`src/rtl/lm_pkg.sv`:
```
`timescale 1ns/1ps
package lm_pkg;
    localparam int BYTE_W = 8;

    typedef enum logic [1:0] {
        ST_IDLE   = 2'd0,
        ST_SYNC   = 2'd1,
        ST_STREAM = 2'd2,
        ST_DROP   = 2'd3
    } merge_state_e;
endpackage

```
`src/rtl/lm_lane_fifo.sv`:
```
`timescale 1ns/1ps
module lm_lane_fifo #(
    parameter int WIDTH = 8,
    parameter int DEPTH = 16
) (
    input  logic                       clk,
    input  logic                       rst_n,
    input  logic                       clr,
    input  logic                       wr_en,
    input  logic [WIDTH-1:0]           wr_data,
    input  logic                       rd_en,
    output logic [WIDTH-1:0]           rd_data,
    output logic [$clog2(DEPTH+1)-1:0] count
);
    localparam int PTR_W = $clog2(DEPTH);
    localparam int CNT_W = $clog2(DEPTH+1);

    logic [WIDTH-1:0] mem [DEPTH];
    logic [PTR_W-1:0] wp, rp;

    always_ff @(posedge clk) begin
        if (wr_en) mem[wp] <= wr_data;
    end

    always_ff @(posedge clk) begin
        if (!rst_n || clr) begin
            wp    <= '0;
            rp    <= '0;
            count <= '0;
        end else begin
            if (wr_en) wp <= wp + 1'b1;
            if (rd_en) rp <= rp + 1'b1;
            count <= count + CNT_W'(wr_en) - CNT_W'(rd_en);
        end
    end

    assign rd_data = mem[rp];
endmodule

```
`src/rtl/lm_rr_pick.sv`:
```
`timescale 1ns/1ps
module lm_rr_pick #(
    parameter int LANES  = 8,
    parameter int CNT_W  = 5,
    parameter int LANE_W = 3
) (
    input  logic [LANES-1:0][7:0]       heads,
    input  logic [LANES-1:0][CNT_W-1:0] counts,
    input  logic [LANES-1:0]            ended,
    input  logic [LANE_W-1:0]           cur_lane,
    input  logic [LANE_W-1:0]           nxt_lane,
    output logic                        cur_has,
    output logic [7:0]                  cur_byte,
    output logic                        nxt_has,
    output logic                        nxt_done
);
    always_comb begin
        cur_has  = (counts[cur_lane] != '0);
        cur_byte = heads[cur_lane];
        if (cur_lane == nxt_lane) begin
            // single lane: the following byte sits behind the current one
            nxt_has  = (counts[cur_lane] > CNT_W'(1));
            nxt_done = ended[cur_lane] && (counts[cur_lane] == CNT_W'(1));
        end else begin
            nxt_has  = (counts[nxt_lane] != '0);
            nxt_done = ended[nxt_lane] && (counts[nxt_lane] == '0);
        end
    end
endmodule

```
`src/rtl/lane_merger.sv`:
```
`timescale 1ns/1ps
module lane_merger #(
    parameter int MAX_LANES = 8,
    parameter int DEPTH     = 16,
    parameter int SKEW_W    = 3
) (
    input  logic                              clk,
    input  logic                              rst_n,
    input  logic [$clog2(MAX_LANES+1)-1:0]    cfg_lanes,
    input  logic [SKEW_W-1:0]                 cfg_skew,
    input  logic [MAX_LANES-1:0]              lane_valid,
    input  logic [MAX_LANES*lm_pkg::BYTE_W-1:0] lane_data,
    input  logic [MAX_LANES-1:0]              lane_first,
    input  logic [MAX_LANES-1:0]              lane_last,
    input  logic                              out_ready,
    output logic                              out_valid,
    output logic [lm_pkg::BYTE_W-1:0]         out_data,
    output logic                              out_sop,
    output logic                              out_eop,
    output logic                              align_err
);
    import lm_pkg::*;

    localparam int LANE_W = $clog2(MAX_LANES);
    localparam int CFG_W  = $clog2(MAX_LANES+1);
    localparam int CNT_W  = $clog2(DEPTH+1);

    merge_state_e state, state_nx;

    logic [CFG_W-1:0]  n_eff;
    logic [LANE_W-1:0] last_lane, lp, nxt_lane;
    logic [MAX_LANES-1:0] active, started, ended;
    logic [MAX_LANES-1:0] sop_hit, end_hit, started_nx, ended_nx;
    logic [MAX_LANES-1:0] wr_en, rd_en;
    logic [MAX_LANES-1:0][BYTE_W-1:0] heads;
    logic [MAX_LANES-1:0][CNT_W-1:0]  fifo_cnt;
    logic [SKEW_W-1:0] skew_cnt;
    logic accept_start, all_in, open_any, err_nx, first_q, pop;
    logic cur_has, nxt_has, nxt_done;
    logic [BYTE_W-1:0] cur_byte;

    // lane count limited to the range the hardware has
    assign n_eff = (cfg_lanes == '0) ? CFG_W'(1) :
                   (cfg_lanes > CFG_W'(MAX_LANES)) ? CFG_W'(MAX_LANES) : cfg_lanes;
    assign last_lane = LANE_W'(n_eff - 1'b1);
    assign nxt_lane  = (lp == last_lane) ? '0 : lp + 1'b1;

    genvar g;
    generate
        for (g = 0; g < MAX_LANES; g++) begin : g_lane
            assign active[g] = (CFG_W'(g) < n_eff);
            assign rd_en[g]  = pop && (lp == LANE_W'(g));
            lm_lane_fifo #(.WIDTH(BYTE_W), .DEPTH(DEPTH)) u_fifo (
                .clk     (clk),
                .rst_n   (rst_n),
                .clr     (state == ST_DROP),
                .wr_en   (wr_en[g]),
                .wr_data (lane_data[g*BYTE_W +: BYTE_W]),
                .rd_en   (rd_en[g]),
                .rd_data (heads[g]),
                .count   (fifo_cnt[g])
            );
        end
    endgenerate

    lm_rr_pick #(.LANES(MAX_LANES), .CNT_W(CNT_W), .LANE_W(LANE_W)) u_pick (
        .heads    (heads),
        .counts   (fifo_cnt),
        .ended    (ended),
        .cur_lane (lp),
        .nxt_lane (nxt_lane),
        .cur_has  (cur_has),
        .cur_byte (cur_byte),
        .nxt_has  (nxt_has),
        .nxt_done (nxt_done)
    );

    // lane start / end bookkeeping and buffer writes
    always_comb begin
        sop_hit      = lane_valid & lane_first & active;
        accept_start = (state == ST_IDLE) || (state == ST_SYNC);
        started_nx   = (state == ST_STREAM) ? started : (started | sop_hit);
        wr_en        = lane_valid & active & ~ended &
                       (started | (sop_hit & {MAX_LANES{accept_start}})) &
                       {MAX_LANES{state != ST_DROP}};
        end_hit      = lane_valid & lane_last & active & started_nx;
        ended_nx     = ended | end_hit;
        all_in       = ((started_nx & active) == active);
        open_any     = |(started_nx & ~ended_nx);
    end

    // next state
    always_comb begin
        state_nx = state;
        err_nx   = 1'b0;
        unique case (state)
            ST_IDLE: begin
                if (|sop_hit) begin
                    if (all_in) begin
                        state_nx = ST_STREAM;
                    end else if (cfg_skew == '0) begin
                        state_nx = ST_DROP;
                        err_nx   = 1'b1;
                    end else begin
                        state_nx = ST_SYNC;
                    end
                end
            end
            ST_SYNC: begin
                if (all_in) begin
                    state_nx = ST_STREAM;
                end else if (skew_cnt >= cfg_skew) begin
                    state_nx = ST_DROP;
                    err_nx   = 1'b1;
                end
            end
            ST_STREAM: begin
                if (pop && out_eop) state_nx = ST_IDLE;
            end
            ST_DROP: begin
                if (!open_any) state_nx = ST_IDLE;
            end
        endcase
    end

    // state register and controller state
    always_ff @(posedge clk) begin
        if (!rst_n) begin
            state     <= ST_IDLE;
            started   <= '0;
            ended     <= '0;
            skew_cnt  <= '0;
            lp        <= '0;
            first_q   <= 1'b1;
            align_err <= 1'b0;
        end else begin
            state     <= state_nx;
            align_err <= err_nx;
            if (state_nx == ST_IDLE) begin
                started <= '0;
                ended   <= '0;
            end else begin
                started <= started_nx;
                ended   <= ended_nx;
            end
            if (state == ST_IDLE)      skew_cnt <= SKEW_W'(1);
            else if (state == ST_SYNC) skew_cnt <= skew_cnt + 1'b1;
            if (state != ST_STREAM) begin
                lp      <= '0;
                first_q <= 1'b1;
            end else if (pop) begin
                lp      <= nxt_lane;
                first_q <= 1'b0;
            end
        end
    end

    // outputs
    always_comb begin
        out_valid = (state == ST_STREAM) && cur_has && (nxt_has || nxt_done);
        out_data  = cur_byte;
        out_sop   = out_valid && first_q;
        out_eop   = out_valid && nxt_done;
        pop       = out_valid && out_ready;
    end
endmodule

```
`config.mk`:
```
export PLATFORM = sky130hd
export DESIGN_NAME = lane_merger
export DESIGN_NICKNAME = d
export VERILOG_FILES = /design/src/rtl/lm_pkg.sv /design/src/rtl/lm_lane_fifo.sv /design/src/rtl/lm_rr_pick.sv /design/src/rtl/lane_merger.sv
export SDC_FILE = /design/constraint.sdc
export NUM_CORES = 1
export LEC_CHECK = 0
export CAP_MARGIN = 15
export CORE_UTILIZATION = 25
export CTS_CLUSTER_SIZE = 12
export DETAILED_ROUTE_END_ITERATION = 12
export DONT_BUFFER_PORTS = 1
export PLACE_DENSITY_LB_ADDON = 0.12
export SYNTH_ARGS = -nofsm -noshare
export SYNTH_HDL_FRONTEND = slang
export SYNTH_SLANG_ARGS = --single-unit
```
`constraint.sdc`:
```
create_clock -name clk -period 6.29 [get_ports clk]
set_input_delay 1.258 -clock clk [delete_from_list [all_inputs] [get_ports clk]]
set_output_delay 1.258 -clock clk [all_outputs]
set_load 0.02 [all_outputs]
```
## Word level (Yosys, flattened, before mapping)

Memory sizes are Yosys's and may differ from the RTL's. A register that Yosys moved wholly into a read port is not among the register bits.
Cells that the tools add are included.

- Bits in registers: 130
- Memories kept: 8
- Word-level logic and storage cells: 220
- Memory bits (writable): 1024
- Output and inout port bits: 12

Memories:

| name | words | width | rd ports | clocked after memory_dff | write ports | line | text |
|---|---|---|---|---|---|---|---|
| g_lane[0].u_fifo.mem | 16 | 8 | 1 | 1 | 1 | lm_lane_fifo.sv:18 | `logic [WIDTH-1:0] mem [DEPTH];` |
| g_lane[1].u_fifo.mem | 16 | 8 | 1 | 1 | 1 | lm_lane_fifo.sv:18 |  |
| g_lane[2].u_fifo.mem | 16 | 8 | 1 | 1 | 1 | lm_lane_fifo.sv:18 |  |
| g_lane[3].u_fifo.mem | 16 | 8 | 1 | 1 | 1 | lm_lane_fifo.sv:18 |  |
| g_lane[4].u_fifo.mem | 16 | 8 | 1 | 1 | 1 | lm_lane_fifo.sv:18 |  |
| g_lane[5].u_fifo.mem | 16 | 8 | 1 | 1 | 1 | lm_lane_fifo.sv:18 |  |
| +2 memories | n/a | n/a | n/a | n/a | n/a | n/a |  |

- Equal/unequal tests: 16
- Mux-type cells: 64
- Reduce and logical (&&, ||, !) cells: 34
- $lt $le $gt $ge: 13
- Bitwise logic cells: 18
- Add/subtract/negate cells: 35

Operators by type and width:

| cell | number |
|---|---|
| 8-bit bitwise AND | 12 |
| 4-bit two-way mux | 18 |
| 4-bit by 1-bit adder with 4-bit output, second input constant | 16 |
| 5-bit by 1-bit adder with 5-bit output | 8 |
| 5-bit by 1-bit subtractor with 5-bit output | 8 |
| 5-bit binary-select mux with 3-bit select | 2 |
| 1-bit two-way mux | 27 |
| 8-bit binary-select mux with 3-bit select | 1 |
| 8-bit bitwise OR | 3 |
| 1-bit logical AND | 16 |
| 3-bit by 4-bit < comparator with 1-bit output, first input constant | 4 |
| 8-bit two-way mux | 2 |
| 8-bit NOT | 2 |
| 8-bit OR reduction | 2 |
| 2-bit two-way mux | 7 |
| 3-bit equality test, second input constant | 4 |
| 5-bit two-way mux | 2 |
| 5-bit nonzero test | 2 |
| 8-bit equality test | 1 |
| 1-bit by 4-bit < comparator with 1-bit output, first input constant | 2 |
| 2-bit by 4-bit < comparator with 1-bit output, first input constant | 2 |
| 3-bit by 4-bit < comparator with 1-bit output, second input constant | 2 |
| 2-bit one-hot mux with 4 select lines | 1 |
| 3-bit by 1-bit adder with 3-bit output, second input constant | 2 |
| 23 further kinds | 34 |

## Depth between registers and ports, before layout

- Depth in word-level cells: 19
- Gate-level depth with buffers: 24
- Depth with buffers taken out: 22

## By module

From an unflattened synthesis, not the netlist that was laid out.

- Cell total of the unflattened synthesis: 2689
- Area, all modules: 49000.7 sq um

Modules (own cells, without submodules):

| module | cells an instance | instances | area each (sq um) |
|---|---|---|---|
| lm_lane_fifo at g_lane[0].u_fifo ... | 294 | 5 | 5749.3 |
| lm_lane_fifo at g_lane[4].u_fifo ... | 294 | 2 | 5748.0 |
| lm_lane_fifo at g_lane[7].u_fifo | 295 | 1 | 5754.3 |
| lane_merger | 252 | 1 | 2037.0 |
| lm_rr_pick | 84 | 1 | 967.2 |

## Worst setup path before layout

No wires, ideal clock.

- Path kind: input to register
- Start: input cfg_lanes[2]
- End: register g_lane[6].u_fifo.count[4]
- Data arrival time: 5361 ps
- Path slack: 802 ps
- Stages: 21
- Path buffers: 2
- Path through: buf_2 -> o21ba_2 -> nor2_2 -> inv_1 -> ha_1 -> xor2_1 -> xnor2_2 -> a21oi_1 -> mux2_2 -> a211oi_1 -> nor4b_4 -> o21ai_2 -> clkbuf_1 -> nor2_1 -> xor2_1 -> ha_1 -> fa_1 -> a21o_1 -> a21oi_1 -> xnor2_1 -> nor2_1

- Word-level cells in the longest chain between the ends: 16
- Elaborated cells between the ends (all ways): 31
- Those cells by class: add/sub: 3; order compare: 2; eq/ne: 2; mux: 9; bitwise: 7; reduce/logical: 8

RTL lines:

| what | line | text |
|---|---|---|
| from (decl) | lane_merger.sv:9 | `input logic [$clog2(MAX_LANES+1)-1:0] cfg_lanes,` |
| 4-bit greater-than comparator | lane_merger.sv:44 | `(cfg_lanes > CFG_W'(MAX_LANES)) ? CFG_W'(MAX_LANES) : cfg_lanes;` |
| 4-bit two-way mux | lane_merger.sv:44 |  |
| 4-bit two-way mux * | lane_merger.sv:43 | `assign n_eff = (cfg_lanes == '0) ? CFG_W'(1) :` |
| 3-bit by 1-bit subtractor with 3-bit output | lane_merger.sv:45 | `assign last_lane = LANE_W'(n_eff - 1'b1);` |
| 3-bit equality test | lane_merger.sv:46 | `assign nxt_lane = (lp == last_lane) ? '0 : lp + 1'b1;` |
| 3-bit two-way mux | lane_merger.sv:46 |  |
| 5-bit binary-select mux with 3-bit select | lm_rr_pick.sv:25, lm_rr_pick.sv:26 |  |
| 5-bit two-way mux (implied by the code) | lm_rr_pick.sv:25, lm_rr_pick.sv:26 |  |
| 5-bit zero test | lm_rr_pick.sv:26 | `nxt_done = ended[nxt_lane] && (counts[nxt_lane] == '0);` |
| 1-bit logical AND | lm_rr_pick.sv:26 |  |
| 1-bit two-way mux | lm_rr_pick.sv:20 | `if (cur_lane == nxt_lane) begin` |
| 1-bit logical OR | lane_merger.sv:160 | `out_valid = (state == ST_STREAM) && cur_has && (nxt_has \|\| nxt_done);` |
| 1-bit logical AND | lane_merger.sv:160 |  |
| 1-bit logical AND | lane_merger.sv:164 | `pop = out_valid && out_ready;` |
| 1-bit logical AND | lane_merger.sv:52 | `assign rd_en[g] = pop && (lp == LANE_W'(g));` |
| 5-bit by 1-bit subtractor with 5-bit output * | lm_lane_fifo.sv:33 | `count <= count + CNT_W'(wr_en) - CNT_W'(rd_en);` |
| to (signal assigned) | lm_lane_fifo.sv:33 |  |
| to (decl) | lm_lane_fifo.sv:13 | `output logic [$clog2(DEPTH+1)-1:0] count` |

Every way passes the cells marked *; elsewhere a longest branch is shown, timed or not. The select of a mux whose other input is x is not followed.
A chain may end at the register's enable or synchronous reset.

## Worst setup path in the final report

- Start: register lp[0]
- End: output out_valid

- Word-level cells in the longest chain between the ends: 9
- Elaborated cells between the ends (all ways): 24
- Those cells by class: add/sub: 1; order compare: 1; eq/ne: 3; mux: 11; reduce/logical: 8

RTL lines:

| what | line | text |
|---|---|---|
| from (decl) | lane_merger.sv:31 | `logic [LANE_W-1:0] last_lane, lp, nxt_lane;` |
| from (signal assigned) | lane_merger.sv:152 | `lp <= nxt_lane;` |
| 3-bit by 1-bit adder with 3-bit output or 3-bit equality test (tied branches) | lane_merger.sv:46 |  |
| 3-bit two-way mux | lane_merger.sv:46 |  |
| 5-bit binary-select mux with 3-bit select | lm_rr_pick.sv:25, lm_rr_pick.sv:26 |  |
| 5-bit two-way mux (implied by the code) | lm_rr_pick.sv:25, lm_rr_pick.sv:26 |  |
| 5-bit zero test | lm_rr_pick.sv:26 |  |
| 1-bit logical AND | lm_rr_pick.sv:26 |  |
| 1-bit two-way mux | lm_rr_pick.sv:20 |  |
| 1-bit logical OR | lane_merger.sv:160 |  |
| 1-bit logical AND * | lane_merger.sv:160 |  |
| to (decl) | lane_merger.sv:16 | `output logic out_valid,` |

Marks and branches as above.

==> metrics.txt <==
# resized after CTS 0; Relative slew margins 16.9%; Post-Syn Instances approximately 2600; Primary FF master, synth edfxtp_1; Die ar. slightly below 200000 µm²; max cap viols 0; CTS buffer count 142; RSZ-0062 raised after global routing false; starting DRC count in detailed routing 1668; Pwr Total 0.0177 W; mean area per synthesized cell 18.3 µm²; dpl hpwl 84400 µm; fin. max-slew vios 0; Setup violations, final 0; Crit Path Category register to output pin; pwr dens 316 nW/µm²; antenna-violating nets left 0; setup bufs post-CTS 0; FF+latch count, synth 1186; GPL Wtd Cong between 0.7 and 0.8; placement-stage cell area slightly above 50000 µm²; DP Worst Slack 0.429 ns; CTS tree built; VDD IR max 0.000271 V; Die Wd 442 µm; period utilization 93.0%; synth cell count leaders edfxtp_1, mux4_2, nor2_1; Post-synth EDFFs 1024; share of layout cells above drive strength 1 23.0%; worst-margin pin slew 1.24 ns; Hold Startpoint g_lane[0].u_fifo.rp[3]$_SDFFE_PP0P_; count leader, synth edfxtp_1; Worst R2R Path Depth 20; Critical Path AT approximately 4.6 ns; top cells by area, synth edfxtp_1, mux4_2, dfxtp_1; clock skew 0.0282 ns; CTS sink cnt between 1000 and 1500; final hold violations 0; Clock transition at path regs 0.06 ns; Syn. warnings 0; Worst R2R Start lp[0]$_SDFFE_PP0P_; worst setup margin 0.438 ns; drt total wl between 100000 and 150000 µm; Final Cell Area 56200 µm²; first-pass iteration count of the detailed router 7; num ports 110; antenna violations before repair 2; nets@finish approximately 3000; htree depth 4; die height between 400 and 500 µm; CTS Buffer Depth 3; WHS 0.490 ns; crit path max fanout 12; final setup TNS 0 ns; Async SR Flop Fraction 0%; DRC viols 0; FP Rows 161; fmax approximately 170 MHz; first-pass GRT wire length roughly 180000 µm; status completed; Worst Hold Class register to register; vias in the first global route 25700; Min-Delay Endpoint g_lane[0].u_fifo.rp[3]$_SDFFE_PP0P_; DR vias 24000; Root Driver clkbuf_16; GR Overflow Total 0; Synth top area share 63.5%; Seq/Total Area, Yosys 70.3%; Total GRT Usage 12.6%; startpoint types register; largest net degree at the start of global routing 93; Worst Setup End Kind output pin; reg2reg end g_lane[2].u_fifo.count[4]$_SDFF_PP0_; core area 192000 µm²; Initial Util 25.2%; Hold-fix buffers, CTS 0; Pleak around 17 nW; vias per cell 4.47; P&R area growth vs syn 16.1%; Skew-Pair Late Insertion Delay 0.77 ns; crit path time final 5.85 ns; port bufs 0; CP required between 5 and 6 ns; Cell variety after synth 72; Syn Std Cell Area 48400 µm²; worst hold path depth 2; Synth area leader edfxtp_1; per-cell routed wire length 22.7 µm; Synthesized Nets 2843; R2R setup slack 1.04 ns
[how the worst max path moves through the flow]
stage / from / end / cells after the start / slack [ns]
6_report: lp[0]$_SDFFE_PP0P_ / out_valid / 12 / 0.44
5_1_grt: lp[0]$_SDFFE_PP0P_ / out_valid / 12 / 0.16
4_1_cts: lp[0]$_SDFFE_PP0P_ / out_valid / 12 / 0.40
3_5_place_dp: cfg_lanes[2] / g_lane[2].u_fifo.count[4]$_SDFF_PP0_ / 22 / 0.43
3_3_place_gp: cfg_lanes[2] / g_lane[2].u_fifo.count[4]$_SDFF_PP0_ / 22 / 0.54
2_1_floorplan: cfg_lanes[2] / g_lane[6].u_fifo.count[4]$_SDFF_PP0_ / 21 / 0.80
[area by class of cell]
cell class                      count  area, µm²
Fill cell                       18700     136000
Tap cell                         2526       3160
Inverter                           91        342
Sequential cell                  1186      34000
Antenna cell                        1       2.50
Multi-Input combinational cell   1241      13600
Timing Repair Buffer               79        613
Clock inverter                     75        694
Clock buffer                      175       3730
[sequential cells by signal, summed over array words and instances, names as in the netlist, named ones only]
register             count
align_err                1
ended                    8
first_q                  1
g_lane.u_fifo.count     40
g_lane.u_fifo.mem     1024
g_lane.u_fifo.rp        32
g_lane.u_fifo.wp        32
lp                       3
skew_cnt                 3
started                  8
state                    2
[critical path: stages, from the launching register on]
cell      delay (ns)
dfxtp_1         0.88
clkinv_1        0.23
ha_1            0.49
nor2b_1         0.20
a32oi_1         0.24
nand4_1         0.18
o311a_1         0.16
o31ai_1         0.43
nor4b_4         0.16
nor2_2          0.38
buf_4           0.25
inv_1           0.08
buf_4           0.16
[routing by layer]
metal  global-route usage [%]  vias up  share of wire, %
li1                         -    10700                 -
met1                     15.7    12600                43
met2                     21.6      494                50
met3                     2.66      203               4.1
met4                     4.46        0               3.0
met5                        0        -                 0
[report_power, final]
part / leakage [nW] / switching [W] / internal (W)
sequential: 10.5 / 0.000117 / 0.00869
clock: 2.15 / 0.00322 / 0.00465
combinational: 4.63 / 0.000631 / 0.000427
total: 17.3 / 0.00397 / 0.0138
[stage by stage]
step,instances,util [%]
after floorplan,2649,-
after global placement,5121,26.9
after CTS,5371,29.2
after global routing,5374,29.2
after detailed placement,5121,26.9
final,5374,29.2
[cell usage in the layout, fill, tap and decap left out, types with 6 or more instances in the layout]
cell           n
a21o_1        21
or3_1         16
or4_1         14
nor2_1       192
and3_1        17
inv_6          6
nor3_1        31
edfxtp_1    1024
nand2_1      117
mux4_2       337
xor2_1        42
nand2b_1      22
nand4_1       13
a31oi_1       12
o21ai_0       33
bufinv_16     11
buf_4         76
nand3_1       11
mux2i_1       41
dfxtp_1      152
and2_1        16
dfxtp_2       10
nor3b_1       12
clkinv_1      25
o31ai_1        9
inv_1         90
clkbuf_16    143
fa_1           8
clkinv_2      22
a21oi_1       68
ha_1          88
o2bb2ai_1      6
clkbuf_1      29
nor3_2        11
clkinvlp_4     7
xnor2_1       27
[cell families (layout without fill, tap and decap cells)]
kind of cell	Yosys count	after routing	share of synthesized area (%)
flip-flops	1186	1186	70.3
AND/OR/NAND/NOR	502	502	4.97
multiplexers	379	379	16.6
buffers and inverters	222	420	1.78
AO/OA/AOI/OAI	194	194	2.56
adder cells (fa/ha/maj)	96	96	2.61
XOR/XNOR	70	70	1.28
other	0	1	0
(Power assumes the default switching activity.)
